--- src/rtl/irq_ack_pkg.sv ---
// Package: shared constants for the interrupt acknowledge responder.
// Assumes a bus vector of 8 bits and active-low strobes that idle high.
package irq_ack_pkg;
    localparam int unsigned BUS_W = 8;
    // bundle of asynchronous control inputs, in synchronizer bit order
    typedef struct packed {
        logic chain;
        logic ack_n;
        logic rd_n;
    } async_in_t;
    localparam async_in_t ASYNC_IDLE = '{chain: 1'b0, ack_n: 1'b1, rd_n: 1'b1};
endpackage

--- src/rtl/iack_sync.sv ---
// Module: two-flop synchronizer for a bundle of asynchronous inputs.
// Assumes each bit is independent; RST_VAL gives each bit's reset level.
module iack_sync #(
    parameter int unsigned W = 3,
    parameter logic [W-1:0] RST_VAL = '0
) (
    input  logic         clk,
    input  logic         rst_n,
    input  logic [W-1:0] d_i,
    output logic [W-1:0] q_o
);
    logic [W-1:0] meta_q;
    logic [W-1:0] stab_q;

    // two-stage capture of the asynchronous inputs
    always_ff @(posedge clk) begin
        if (!rst_n) begin
            meta_q <= RST_VAL;
            stab_q <= RST_VAL;
        end else begin
            meta_q <= d_i;
            stab_q <= meta_q;
        end
    end

    assign q_o = stab_q;
endmodule

--- src/rtl/iack_select.sv ---
// Module: fixed-priority winner selection among internal sources.
// Index 0 is highest priority. An in-service flag blocks its own index
// and every higher index. Also reports the highest-priority set flag.
module iack_select #(
    parameter int unsigned NSRC  = 3,
    parameter int unsigned IDX_W = 2
) (
    input  logic [NSRC-1:0]  pend_i,
    input  logic [NSRC-1:0]  ius_i,
    output logic             any_o,
    output logic [IDX_W-1:0] idx_o,
    output logic [NSRC-1:0]  top_ius_o
);
    // walk down the priority order, accumulating the in-service block
    always_comb begin
        logic blk;
        blk   = 1'b0;
        any_o = 1'b0;
        idx_o = '0;
        for (int i = 0; i < NSRC; i++) begin
            blk = blk | ius_i[i];
            if (!blk && !any_o && pend_i[i]) begin
                any_o = 1'b1;
                idx_o = IDX_W'(i);
            end
        end
    end

    // isolate the lowest-index in-service flag
    assign top_ius_o = ius_i & ~(ius_i - NSRC'(1));
endmodule

--- src/rtl/iack_ius.sv ---
// Module: in-service flag register.
// Sets the winner's flag on a claim and clears the highest-priority set
// flag on a clear command; both may occur in the same cycle.
module iack_ius #(
    parameter int unsigned NSRC  = 3,
    parameter int unsigned IDX_W = 2
) (
    input  logic             clk,
    input  logic             rst_n,
    input  logic             set_i,
    input  logic [IDX_W-1:0] set_idx_i,
    input  logic             clr_i,
    input  logic [NSRC-1:0]  top_mask_i,
    output logic [NSRC-1:0]  ius_o
);
    logic [NSRC-1:0] set_vec;
    logic [NSRC-1:0] clr_vec;

    // decode the set request into a one-hot vector
    always_comb begin
        set_vec = '0;
        for (int i = 0; i < NSRC; i++) begin
            if (set_i && set_idx_i == IDX_W'(i)) set_vec[i] = 1'b1;
        end
    end

    assign clr_vec = clr_i ? top_mask_i : '0;

    // flag storage
    always_ff @(posedge clk) begin
        if (!rst_n) ius_o <= '0;
        else        ius_o <= (ius_o & ~clr_vec) | set_vec;
    end
endmodule

--- src/rtl/iack_ctrl.sv ---
// Module: acknowledge cycle control. Counts the settle interval after the
// acknowledge strobe falls, detects the read falling edge, decides the
// claim and drives the vector while the read strobe stays low.
// Assumes all strobe inputs are already synchronized.
module iack_ctrl #(
    parameter int unsigned IDX_W  = 2,
    parameter int unsigned VEC_W  = 8,
    parameter int unsigned SETTLE = 4
) (
    input  logic             clk,
    input  logic             rst_n,
    input  logic             ack_n_s,
    input  logic             rd_n_s,
    input  logic             chain_s,
    input  logic             elig_any_i,
    input  logic [IDX_W-1:0] win_idx_i,
    input  logic             vec_en_i,
    input  logic [VEC_W-1:0] vec_base_i,
    output logic             take_o,
    output logic             data_oe_o,
    output logic [VEC_W-1:0] data_o
);
    localparam int unsigned CNT_W = $clog2(SETTLE + 1) + 1;
    localparam logic [CNT_W-1:0] CNT_MAX = CNT_W'(SETTLE);

    logic [CNT_W-1:0] settle_q;
    logic             rd_prev_q;
    logic             claim_q;
    logic             drive_q;
    logic [VEC_W-1:0] vec_q;
    logic             settled;
    logic             rd_fall;

    assign settled = (settle_q == CNT_MAX);
    assign rd_fall = rd_prev_q && !rd_n_s;
    assign take_o  = rd_fall && !ack_n_s && settled && chain_s && elig_any_i;

    // settle interval counter, saturating while acknowledge is low
    always_ff @(posedge clk) begin
        if (!rst_n || ack_n_s) settle_q <= '0;
        else if (!settled)     settle_q <= settle_q + CNT_W'(1);
    end

    // previous read level for edge detection
    always_ff @(posedge clk) begin
        if (!rst_n) rd_prev_q <= 1'b1;
        else        rd_prev_q <= rd_n_s;
    end

    // claim state and latched vector
    always_ff @(posedge clk) begin
        if (!rst_n) begin
            claim_q <= 1'b0;
            drive_q <= 1'b0;
            vec_q   <= '0;
        end else if (take_o) begin
            claim_q <= 1'b1;
            drive_q <= vec_en_i;
            vec_q   <= {vec_base_i[VEC_W-1:IDX_W], win_idx_i};
        end else if (rd_n_s || ack_n_s) begin
            claim_q <= 1'b0;
            drive_q <= 1'b0;
        end
    end

    assign data_oe_o = claim_q && drive_q && !rd_n_s;
    assign data_o    = data_oe_o ? vec_q : '0;
endmodule

--- src/rtl/irq_ack_responder.sv ---
// Module: top of the daisy-chained interrupt acknowledge responder.
// Synchronizes the asynchronous strobes, registers source requests,
// forms the downstream chain enable, and ties together selection,
// claim control and in-service storage.
module irq_ack_responder #(
    parameter int unsigned NSRC   = 3,
    parameter int unsigned VEC_W  = 8,
    parameter int unsigned SETTLE = 4
) (
    input  logic             clk,
    input  logic             rst_n,
    input  logic [NSRC-1:0]  src_req_i,
    input  logic             chain_in_i,
    input  logic             ack_n_i,
    input  logic             rd_n_i,
    input  logic             vec_en_i,
    input  logic [VEC_W-1:0] vec_base_i,
    input  logic             clr_top_ius_i,
    output logic             chain_out_o,
    output logic [VEC_W-1:0] data_o,
    output logic             data_oe_o,
    output logic [NSRC-1:0]  ius_o
);
    import irq_ack_pkg::*;

    localparam int unsigned IDX_W = (NSRC > 1) ? $clog2(NSRC) : 1;

    async_in_t       raw_in;
    async_in_t       syn_in;
    logic [NSRC-1:0] pend_q;
    logic [NSRC-1:0] ius_q;
    logic [NSRC-1:0] top_mask;
    logic            elig_any;
    logic [IDX_W-1:0] win_idx;
    logic            take;

    assign raw_in = '{chain: chain_in_i, ack_n: ack_n_i, rd_n: rd_n_i};

    iack_sync #(.W(3), .RST_VAL(ASYNC_IDLE)) u_sync (
        .clk   (clk),
        .rst_n (rst_n),
        .d_i   (raw_in),
        .q_o   (syn_in)
    );

    // registered pending state of the internal sources
    always_ff @(posedge clk) begin
        if (!rst_n) pend_q <= '0;
        else        pend_q <= src_req_i;
    end

    iack_select #(.NSRC(NSRC), .IDX_W(IDX_W)) u_sel (
        .pend_i    (pend_q),
        .ius_i     (ius_q),
        .any_o     (elig_any),
        .idx_o     (win_idx),
        .top_ius_o (top_mask)
    );

    iack_ctrl #(.IDX_W(IDX_W), .VEC_W(VEC_W), .SETTLE(SETTLE)) u_ctrl (
        .clk        (clk),
        .rst_n      (rst_n),
        .ack_n_s    (syn_in.ack_n),
        .rd_n_s     (syn_in.rd_n),
        .chain_s    (syn_in.chain),
        .elig_any_i (elig_any),
        .win_idx_i  (win_idx),
        .vec_en_i   (vec_en_i),
        .vec_base_i (vec_base_i),
        .take_o     (take),
        .data_oe_o  (data_oe_o),
        .data_o     (data_o)
    );

    iack_ius #(.NSRC(NSRC), .IDX_W(IDX_W)) u_ius (
        .clk        (clk),
        .rst_n      (rst_n),
        .set_i      (take),
        .set_idx_i  (win_idx),
        .clr_i      (clr_top_ius_i),
        .top_mask_i (top_mask),
        .ius_o      (ius_q)
    );

    // downstream chain enable
    assign chain_out_o = syn_in.chain && !(|ius_q) && !(!syn_in.ack_n && |pend_q);
    assign ius_o       = ius_q;
endmodule


--- config.mk ---
export PLATFORM = sky130hd
export DESIGN_NAME = irq_ack_responder
export DESIGN_NICKNAME = d
export VERILOG_FILES = /design/src/rtl/irq_ack_pkg.sv /design/src/rtl/iack_sync.sv /design/src/rtl/iack_select.sv /design/src/rtl/iack_ius.sv /design/src/rtl/iack_ctrl.sv /design/src/rtl/irq_ack_responder.sv
export SDC_FILE = /design/constraint.sdc
export NUM_CORES = 1
export LEC_CHECK = 0
export ABC_CLOCK_PERIOD_IN_PS = 1750
export BUFFER_PORTS_ARGS = -buffer_cell sky130_fd_sc_hd__buf_2
export CAP_MARGIN = 20
export CORE_UTILIZATION = 35
export DETAILED_ROUTE_END_ITERATION = 16
export PLACE_DENSITY = 0.57
export SLEW_MARGIN = 30
export SYNTH_ARGS = -nofsm -noshare
export SYNTH_HDL_FRONTEND = slang
export SYNTH_SLANG_ARGS = --single-unit
--- constraint.sdc ---
create_clock -name clk -period 1.75 [get_ports clk]
set_input_delay 0.2625 -clock clk [delete_from_list [all_inputs] [get_ports clk]]
set_output_delay 0.2625 -clock clk [all_outputs]
set_load 0.1 [all_outputs]
**Word-level counts from Yosys, hierarchy flattened**

Index checks and enable logic that the tools add are counted.

- Bits in registers: 27

- Add/subtract/negate cells: 2
- Eq/ne operators: 3
- Multiplexer cells: 13
- Bitwise logic cells: 7
- Reduce and logical (&&, ||, !) cells: 34

Operator list:

| operator | count |
|---|---|
| $logic_and A1 B1 Y1 | 18 |
| $logic_not A1 Y1 | 10 |
| $mux W1 | 10 |
| $mux W8 | 1 |
| $and A3 B3 Y3 | 2 |
| $not A3 Y3 | 2 |
| $reduce_or A3 Y1 | 2 |
| $add A4 B1 Y4 const B | 1 |
| $eq A4 B3 Y1 const B | 1 |
| $mux W3 | 1 |
| $or A3 B3 Y3 | 1 |
| $sub A3 B1 Y3 const B | 1 |
| $eq A2 B1 Y1 const B | 1 |
| $eq A2 B2 Y1 const B | 1 |
| $logic_not A2 Y1 | 1 |
| $logic_or A1 B1 Y1 | 2 |
| $mux W2 | 1 |
| $or A1 B1 Y1 | 2 |
| $reduce_bool A2 Y1 | 1 |

**Depth between registers and ports, before layout**

Gate-level depths: netlist (run 1).

- Depth after elaboration: 15
- Gate-level depth with buffers: 8
- Depth with buffers taken out: 6

**By module**

A second synthesis (run 1) with hierarchy kept.

- Cell total of the unflattened synthesis: 123
- Area total of the unflattened synthesis: 1167.4 µm²

By module, submodules not included:

| module | times used | cells each | area an instance (µm²) |
|---|---|---|---|
| iack_ctrl | 1 | 78 | 708.2 |
| iack_sync | 1 | 12 | 157.7 |
| iack_ius | 1 | 13 | 127.6 |
| irq_ack_responder | 1 | 9 | 106.4 |
| iack_select | 1 | 11 | 67.6 |

**Worst setup path after synthesis (run 1)**

OpenSTA, ideal clock, no wires.

- Path type: flip-flop to output port
- From: register u_ctrl.drive_q
- To: output port data_o[0]
- Data arrival time: 2.684 ns
- Data required time: 1.487 ns
- Path slack: -1.196 ns
- Cell stages (with the launch flop): 4
- Cells stage by stage: dfxtp_1 nand2_1 nor2_1 and2_1

- Word-level cells in the longest chain between the ends: 3

RTL lines:

| what | RTL line | text |
|---|---|---|
| start: declaration | iack_ctrl.sv:29 | `logic drive_q;` |
| start signal: assignment | iack_ctrl.sv:58 | `drive_q <= vec_en_i;` |
| $logic_and A1 B1 Y1 (2 in series) | iack_ctrl.sv:66 | `assign data_oe_o = claim_q && drive_q && !rd_n_s;` |
| named net data_oe_o | irq_ack_responder.sv:21 | `output logic data_oe_o,` |
| $mux W8 | iack_ctrl.sv:67 | `assign data_o = data_oe_o ? vec_q : '0;` |
| end: declaration | irq_ack_responder.sv:20 | `output logic [VEC_W-1:0] data_o,` |

The timed path passes the listed nets, and every way through them passes these cells.

**Worst setup path after layout (run 1)**

- From: register u_ctrl.settle_q[0]
- To: register u_ctrl.vec_q[4]

- Word-level cells in the longest chain between the ends: 4

RTL lines:

| what | RTL line | text |
|---|---|---|
| start: declaration | iack_ctrl.sv:26 | `logic [CNT_W-1:0] settle_q;` |
| start signal: assignment | iack_ctrl.sv:41 | `else if (!settled) settle_q <= settle_q + CNT_W'(1);` |
| $eq A4 B3 Y1 | iack_ctrl.sv:34 | `assign settled = (settle_q == CNT_MAX);` |
| $logic_and A1 B1 Y1 (3 in series) | iack_ctrl.sv:36 | `assign take_o = rd_fall && !ack_n_s && settled && chain_s && elig_any_i;` |
| end signal: assignment | iack_ctrl.sv:59 | `vec_q <= {vec_base_i[VEC_W-1:IDX_W], win_idx_i};` |
| end: declaration | iack_ctrl.sv:30 | `logic [VEC_W-1:0] vec_q;` |

Every way passes these cells.
A chain may end at the register's enable or synchronous reset.

==> results.yml, run 1 <==
status:
  status: "complete, no violations"
timing:
  setup_tns_ns: 0
  maxSlewViolCount: 0
  fmax_mhz: 607.4
  finalHoldViolCount: 0
  period_needed_ns: 1.646
  rsz0062_at_grt: "yes"
  setup_viol: 0
  tightest_slew_ns: 0.4850
  skew_ns: 0.005794
  fin_crit_sh_pct: 94.08
  hold_ws_ns: 0.1099
  relSlewSlack_pct: 67.89
global_route:
  grt_pass1_vias: 730
  grt_max_degree: 31
  grt_pass1_wl_mm: 3.201
  grt.total_usage_pct: 12.48
  gr-total-overflow: 0
  grt_antenna_before_repair: 0
drt:
  via_count: 850
  drc: 0
  via_per_inst: 4.427
  firstDrtPassIters: 4
  wl_mm: 1.910
  ant_nets: 0
  wire_per_inst_um: 9.948
  drt_iter0_drc: 42
yosys:
  ys_seq_elements: 27
  yosysTopAreaCell: "dfxtp_1"
  synthTopCellsByArea: "dfxtp_1 (49%), mux2i_1 (8.2%), and2_1 (7.9%)"
  synth_nets: 139
  synth_edf_count: 0
  synth_area_um2: 1105
  synth.distinct_cells: 27
  netlist_instances: 119
  async_flop_share_pct: 0
  synth_most_common_cell: "dfxtp_1"
  yosysTopAreaCellShare_pct: 48.92
  yosys-top-cells-count: "dfxtp_1 (27), nand2_1 (19), and2_1 (14), mux2i_1 (9)"
  yosys_most_used_dff: "dfxtp_1"
  synth-seq-area-share_pct: 48.92
  yosys_warnings: 0
  avgSynthCellArea_um2: 9.284
critical_path:
  critPathArrivalTime_ns: 1.90
  slowest_stage: "dfxtp_2"
  path_cells: "inv_1 -> ha_1 -> and3b_1 -> and4_4 -> nor3b_2 -> buf_6 -> mux2i_1"
  cpPeakStageDelay_ns: 0.35
  cp_data_required_time_ns: 2.01
  path_max_fanout: 10
  start_kind: "flop"
  critPathKind: "reg2reg"
  end_kind: "flop"
final_layout:
  n_antenna_cell: 0
  n_fill_cell: 282
  final_util_pct: 49.30
  fin_nets: 169
  seqCellArea_um2: 545.5
  area_growth_pct: 35.11
  drive_above_1_share_pct: 33.78
  fin_cells: 192
  multi_input_area_um2: 550.5
cts:
  cts_root_buf: "clkbuf_4"
  clock_sinks: 27
  clk_path_buf_depth: 2
  cts_inserted_buffers: 3
  cts-htree-levels: 1
  cts_tree: "built"
  clk_latency_ns: 0.32
  cts-hold-fix-buffers: 0
  clk_pin_slew_ns: 0.14
die:
  die_h_um: 58.19
  num_rows: 20
  die_x_um: 58.19
  ioPinCount: 31
  initial_core_util_pct: 36.49
  core_area_um2: 3028
  dieArea_um2: 3385
power:
  seq_power_share_pct: 66.0
  p_int_uw: 744.6
  p_switching_uw: 215.5
  ir_worst_vdd_v: 0.0002964
  p_leak_nw: 0.5908
  power.density_nw_per_um2: 643.2
  swShare_pct: 22.44
  p_clk_share_pct: 27.6
  pwr-share-comb_pct: 6.3
placement:
  port_buffers: 28
  hpwlAfterDp_mm: 1.371
  gp_congestion: 0.6897
  place_inst: 188
worst_hold_path:
  hold_path_class: "in2reg"
run:
  drv_cap: 0
metrics by stage:
stage	setup WS (ns)	power, mW	cell area [µm²]
final	0.1035	0.9600	1493
after global routing	-0.02327	1.012	1493
after CTS	0.04447	0.9763	1483
after detailed placement	0.09176	0.7092	1454
after global placement	0.1341	0.7073	1454
after floorplan	-0.07309	0.6833	1142
layout by cell type, fill, tap and decap left out, types with 2 or more instances in the layout:
master and count:
nand2b_1 7, and2_4 7, o21ai_0 2, and2_1 6
mux2i_1 9, nor3_1 2, nor2_1 6, buf_12 9
buf_2 18, nand2_1 19, buf_4 2, inv_1 5
dfxtp_2 4, ha_1 2, clkbuf_4 3, nand3_1 3
a21oi_1 3, dfxtp_1 23
registers in the layout, indices dropped and copies added (netlist names):
register,cells
u_ctrl.vec_q,8
u_ius.ius_o,3
u_sync.meta_q,3
pend_q,3
u_ctrl.drive_q,1
u_ctrl.claim_q,1
u_ctrl.rd_prev_q,1
u_sync.q_o,3
u_ctrl.settle_q,4
routing by layer:
metal	GRT usage [%]	share of wire, %	wire [µm]	vias up
met5	0	0	0	-
met4	7.143	0.89	17	0
met3	2.009	2.6	50	2
met2	18.72	48	914	12
met1	16.99	49	927	388
li1	-	-	-	448
worst paths after layout:
kind | start | to | slack [ns] | cells past startpoint
setup / recovery | u_ctrl.settle_q[0] | u_ctrl.vec_q[4] | 0.10 | 7
hold / removal | rd_n_i | u_sync.meta_q[0] | 0.11 | 2
setup reg to reg | u_ctrl.settle_q[0] | u_ctrl.vec_q[4] | 0.10 | 7
hold reg to reg | u_sync.meta_q[0] | u_sync.q_o[0] | 0.43 | 1
timing repair:
action,in CTS,in global routing
setup endpoints to repair,1,8
pin swaps,0,0
gates resized for setup,1,3
buffers inserted,0,0
power groups by stage:
stage	Clock, mW	Sequential [mW]	Combinational (mW)
3_3_place_gp	0	0.647	0.0604
6_report	0.265	0.634	0.0610
2_1_floorplan	0	0.645	0.0379
5_1_grt	0.308	0.636	0.0681
3_5_place_dp	0	0.647	0.0619
4_1_cts	0.280	0.634	0.0622
final cells by class:
type,instances,area share (%)
Timing Repair Buffer,30,19.87
Tap cell,44,3.688
Sequential cell,27,36.55
Inverter,5,1.257
Multi-Input combinational cell,82,36.88
Clock buffer,4,1.760
worst max-delay path: cells and delay by family, from the launching register on:
family / cells / cell delay, ns
simple gates: 3 / 0.60
flops: 1 / 0.35
buf+inv: 2 / 0.27
mux: 1 / 0.20
fa+ha+maj: 1 / 0.17
logic make-up after synthesis:
group | after synthesis | synth area share (%)
flops | 27 | 48.92
simple gates | 59 | 28.43
mux | 9 | 8.154
xor+xnor | 2 | 1.586
compound gates | 10 | 5.890
fa+ha+maj | 2 | 2.265
buf+inv | 10 | 4.756
Note: power is estimated with default switching activity, not from simulation.
==> run 2, diff against run 1 <==
--- a/config.mk
+++ b/config.mk
@@ -5,7 +5,7 @@
 export SDC_FILE = /design/constraint.sdc
 export NUM_CORES = 1
 export LEC_CHECK = 0
-export ABC_CLOCK_PERIOD_IN_PS = 1750
+export ABC_CLOCK_PERIOD_IN_PS = 2000
 export BUFFER_PORTS_ARGS = -buffer_cell sky130_fd_sc_hd__buf_2
 export CAP_MARGIN = 20
 export CORE_UTILIZATION = 35
==> constraint.sdc (replaced) <==
create_clock -name clk -period 2 [get_ports clk]
set_input_delay 0.3 -clock clk [delete_from_list [all_inputs] [get_ports clk]]
set_output_delay 0.3 -clock clk [all_outputs]
set_load 0.1 [all_outputs]
==> run 2 against run 1 <==
  * Sequential cell count is the same
  * Via count is 0.35% lower
  * Clock power shrank 15%
  * Cell count fell by 0.52%
  * Die area is the same
  * Critical endpoint is now chain_out_o
  * Largest power group unchanged
==> results.yml, run 2 (synthesized netlist as in run 1, its figures left out) <==
power:
  p_int_uw: 648.4
  power.density_nw_per_um2: 627.1
  p_clk_share_pct: 27.0
  ir_worst_vdd_v: 0.0002403
  p_leak_nw: 0.5524
  p_switching_uw: 179.4
  pwr-share-comb_pct: 6.0
  seq_power_share_pct: 67.0
  swShare_pct: 21.67
cts:
  cts_inserted_buffers: 3
  clk_pin_slew_ns: 0.13
  cts-htree-levels: 1
  clk_latency_ns: 0.31
  cts_root_buf: "clkbuf_4"
  clk_path_buf_depth: 2
  cts_tree: "built"
  post_cts_buffers: 0
  clock_sinks: 27
timing:
  setup_slack_ns: 0.1468
  setup_viol: 0
  fmax_mhz: 539.6
  setup_tns_ns: 0
  rsz0062_at_grt: "no"
  finalHoldViolCount: 0
  tightest_slew_ns: 0.4894
  skew_ns: 0.001583
  fin_crit_sh_pct: 92.66
  maxSlewViolCount: 0
  period_needed_ns: 1.853
  relSlewSlack_pct: 67.60
final_layout:
  n_antenna_cell: 0
  fin_nets: 168
  largest_reg_flops: 8
  mostFrequentLayoutCells: "buf_2 (27), dfxtp_1 (26), nand2_1 (19), mux2i_1 (9)"
  regMostFlops: "u_ctrl.vec_q"
  area_growth_pct: 19.48
  reg_top3: "u_ctrl.vec_q x8, u_ctrl.settle_q x4"
  drive_above_1_share_pct: 29.93
  final_common_cell: "buf_2"
  final_util_pct: 43.60
run:
  drv_cap: 0
global_route:
  grt_pass1_wl_mm: 3.215
  grt.total_usage_pct: 12.16
  grt_max_degree: 31
  gr-total-overflow: 0
  grt_pass1_vias: 780
  grt_antenna_before_repair: 0
die:
  ioPinCount: 31
  core_area_um2: 3028
  initial_core_util_pct: 36.49
  num_rows: 20
  die_h_um: 58.19
  die_x_um: 58.19
  dieArea_um2: 3385
drt:
  firstDrtPassIters: 4
  via_per_inst: 4.435
  drt_iter0_drc: 44
  wire_per_inst_um: 9.539
  ant_nets: 0
  wl_mm: 1.822
  via_count: 847
  drc: 0
critical_path:
  rrSetupSlack_ns: 0.21
  cpPeakStageDelay_ns: 0.41
  critPathKind: "reg2out"
  r2r-end: "u_ctrl.drive_q"
  worst-path-stages: 3
  critPathArrivalTime_ns: 1.55
  start_kind: "flop"
  slowest_stage: "dfxtp_1"
  path_delay_family: "flip-flops"
  path_cells: "nor3_1 -> o211a_2 -> clkbuf_4"
  crit_path_end: "chain_out_o"
  end_kind: "primary output"
  path_buf_inv: 1
  path_max_fanout: 8
  cp_data_required_time_ns: 1.70
  startpoint: "u_ius.ius_o[0]"
  r2r_start: "u_ctrl.settle_q[0]"
  reg2reg_depth: 7
status:
  status: "complete, no violations"
placement:
  gp_congestion: 0.6627
  dpl_worst_slack_ns: 0.2378
  port_buffers: 28
  hpwlAfterDp_mm: 1.391
worst_hold_path:
  min_from: "ack_n_i"
  hold_path_class: "in2reg"
run 2: area by class of cell:
class | count | area (µm²)
Sequential cell | 27 | 541.8
Inverter | 5 | 18.77
Fill cell | 313 | 1708
Tap cell | 44 | 55.05
Clock buffer | 4 | 26.28
Multi-Input combinational cell | 82 | 528.0
Timing Repair Buffer | 29 | 150.1
run 2: through the flow:
step	hold slack (ns)	power (mW)	std cells	area [µm²]
6_report	0.1582	0.8278	191	1320
2_1_floorplan	0.3863	0.5966	119	1122
3_3_place_gp	0.3927	0.6145	187	1291
3_5_place_dp	0.3932	0.6168	187	1291
5_1_grt	0.1496	0.8701	191	1320
4_1_cts	0.1569	0.8395	191	1318
run 2: what timing repair did:
item	in CTS	in global routing
hold endpoints to repair	0	0
resized for setup	0	1
endpoints found under the setup margin	0	1
hold buffers	0	0
run 2: how the worst min path moves through the flow:
stage | to | slack, ns | cells past startpoint
detailed placement | u_sync.q_o[0] | 0.39 | 1
finish | u_sync.meta_q[1] | 0.16 | 2
CTS | u_sync.meta_q[1] | 0.16 | 2
floorplan | u_sync.q_o[0] | 0.39 | 1
global placement | u_sync.q_o[1] | 0.39 | 1
global route | u_sync.meta_q[1] | 0.15 | 2
run 2: power by group through the flow:
| stage | combinational, mW | sequential (mW) | clock (mW) |
|---|---|---|---|
| 2_1_floorplan | 0.0322 | 0.564 | 0 |
| 3_3_place_gp | 0.0486 | 0.566 | 0 |
| 3_5_place_dp | 0.0502 | 0.567 | 0 |
| 4_1_cts | 0.0504 | 0.555 | 0.234 |
| 5_1_grt | 0.0569 | 0.556 | 0.257 |
| 6_report | 0.0497 | 0.554 | 0.224 |
run 2: layer usage:
layer	part of all wire, %	vias up	track usage [%]
met4	0.93	0	5.102
met3	3.6	2	2.009
met1	48	381	15.03
met2	47	17	20.85
li1	-	447	-
met5	0	-	0
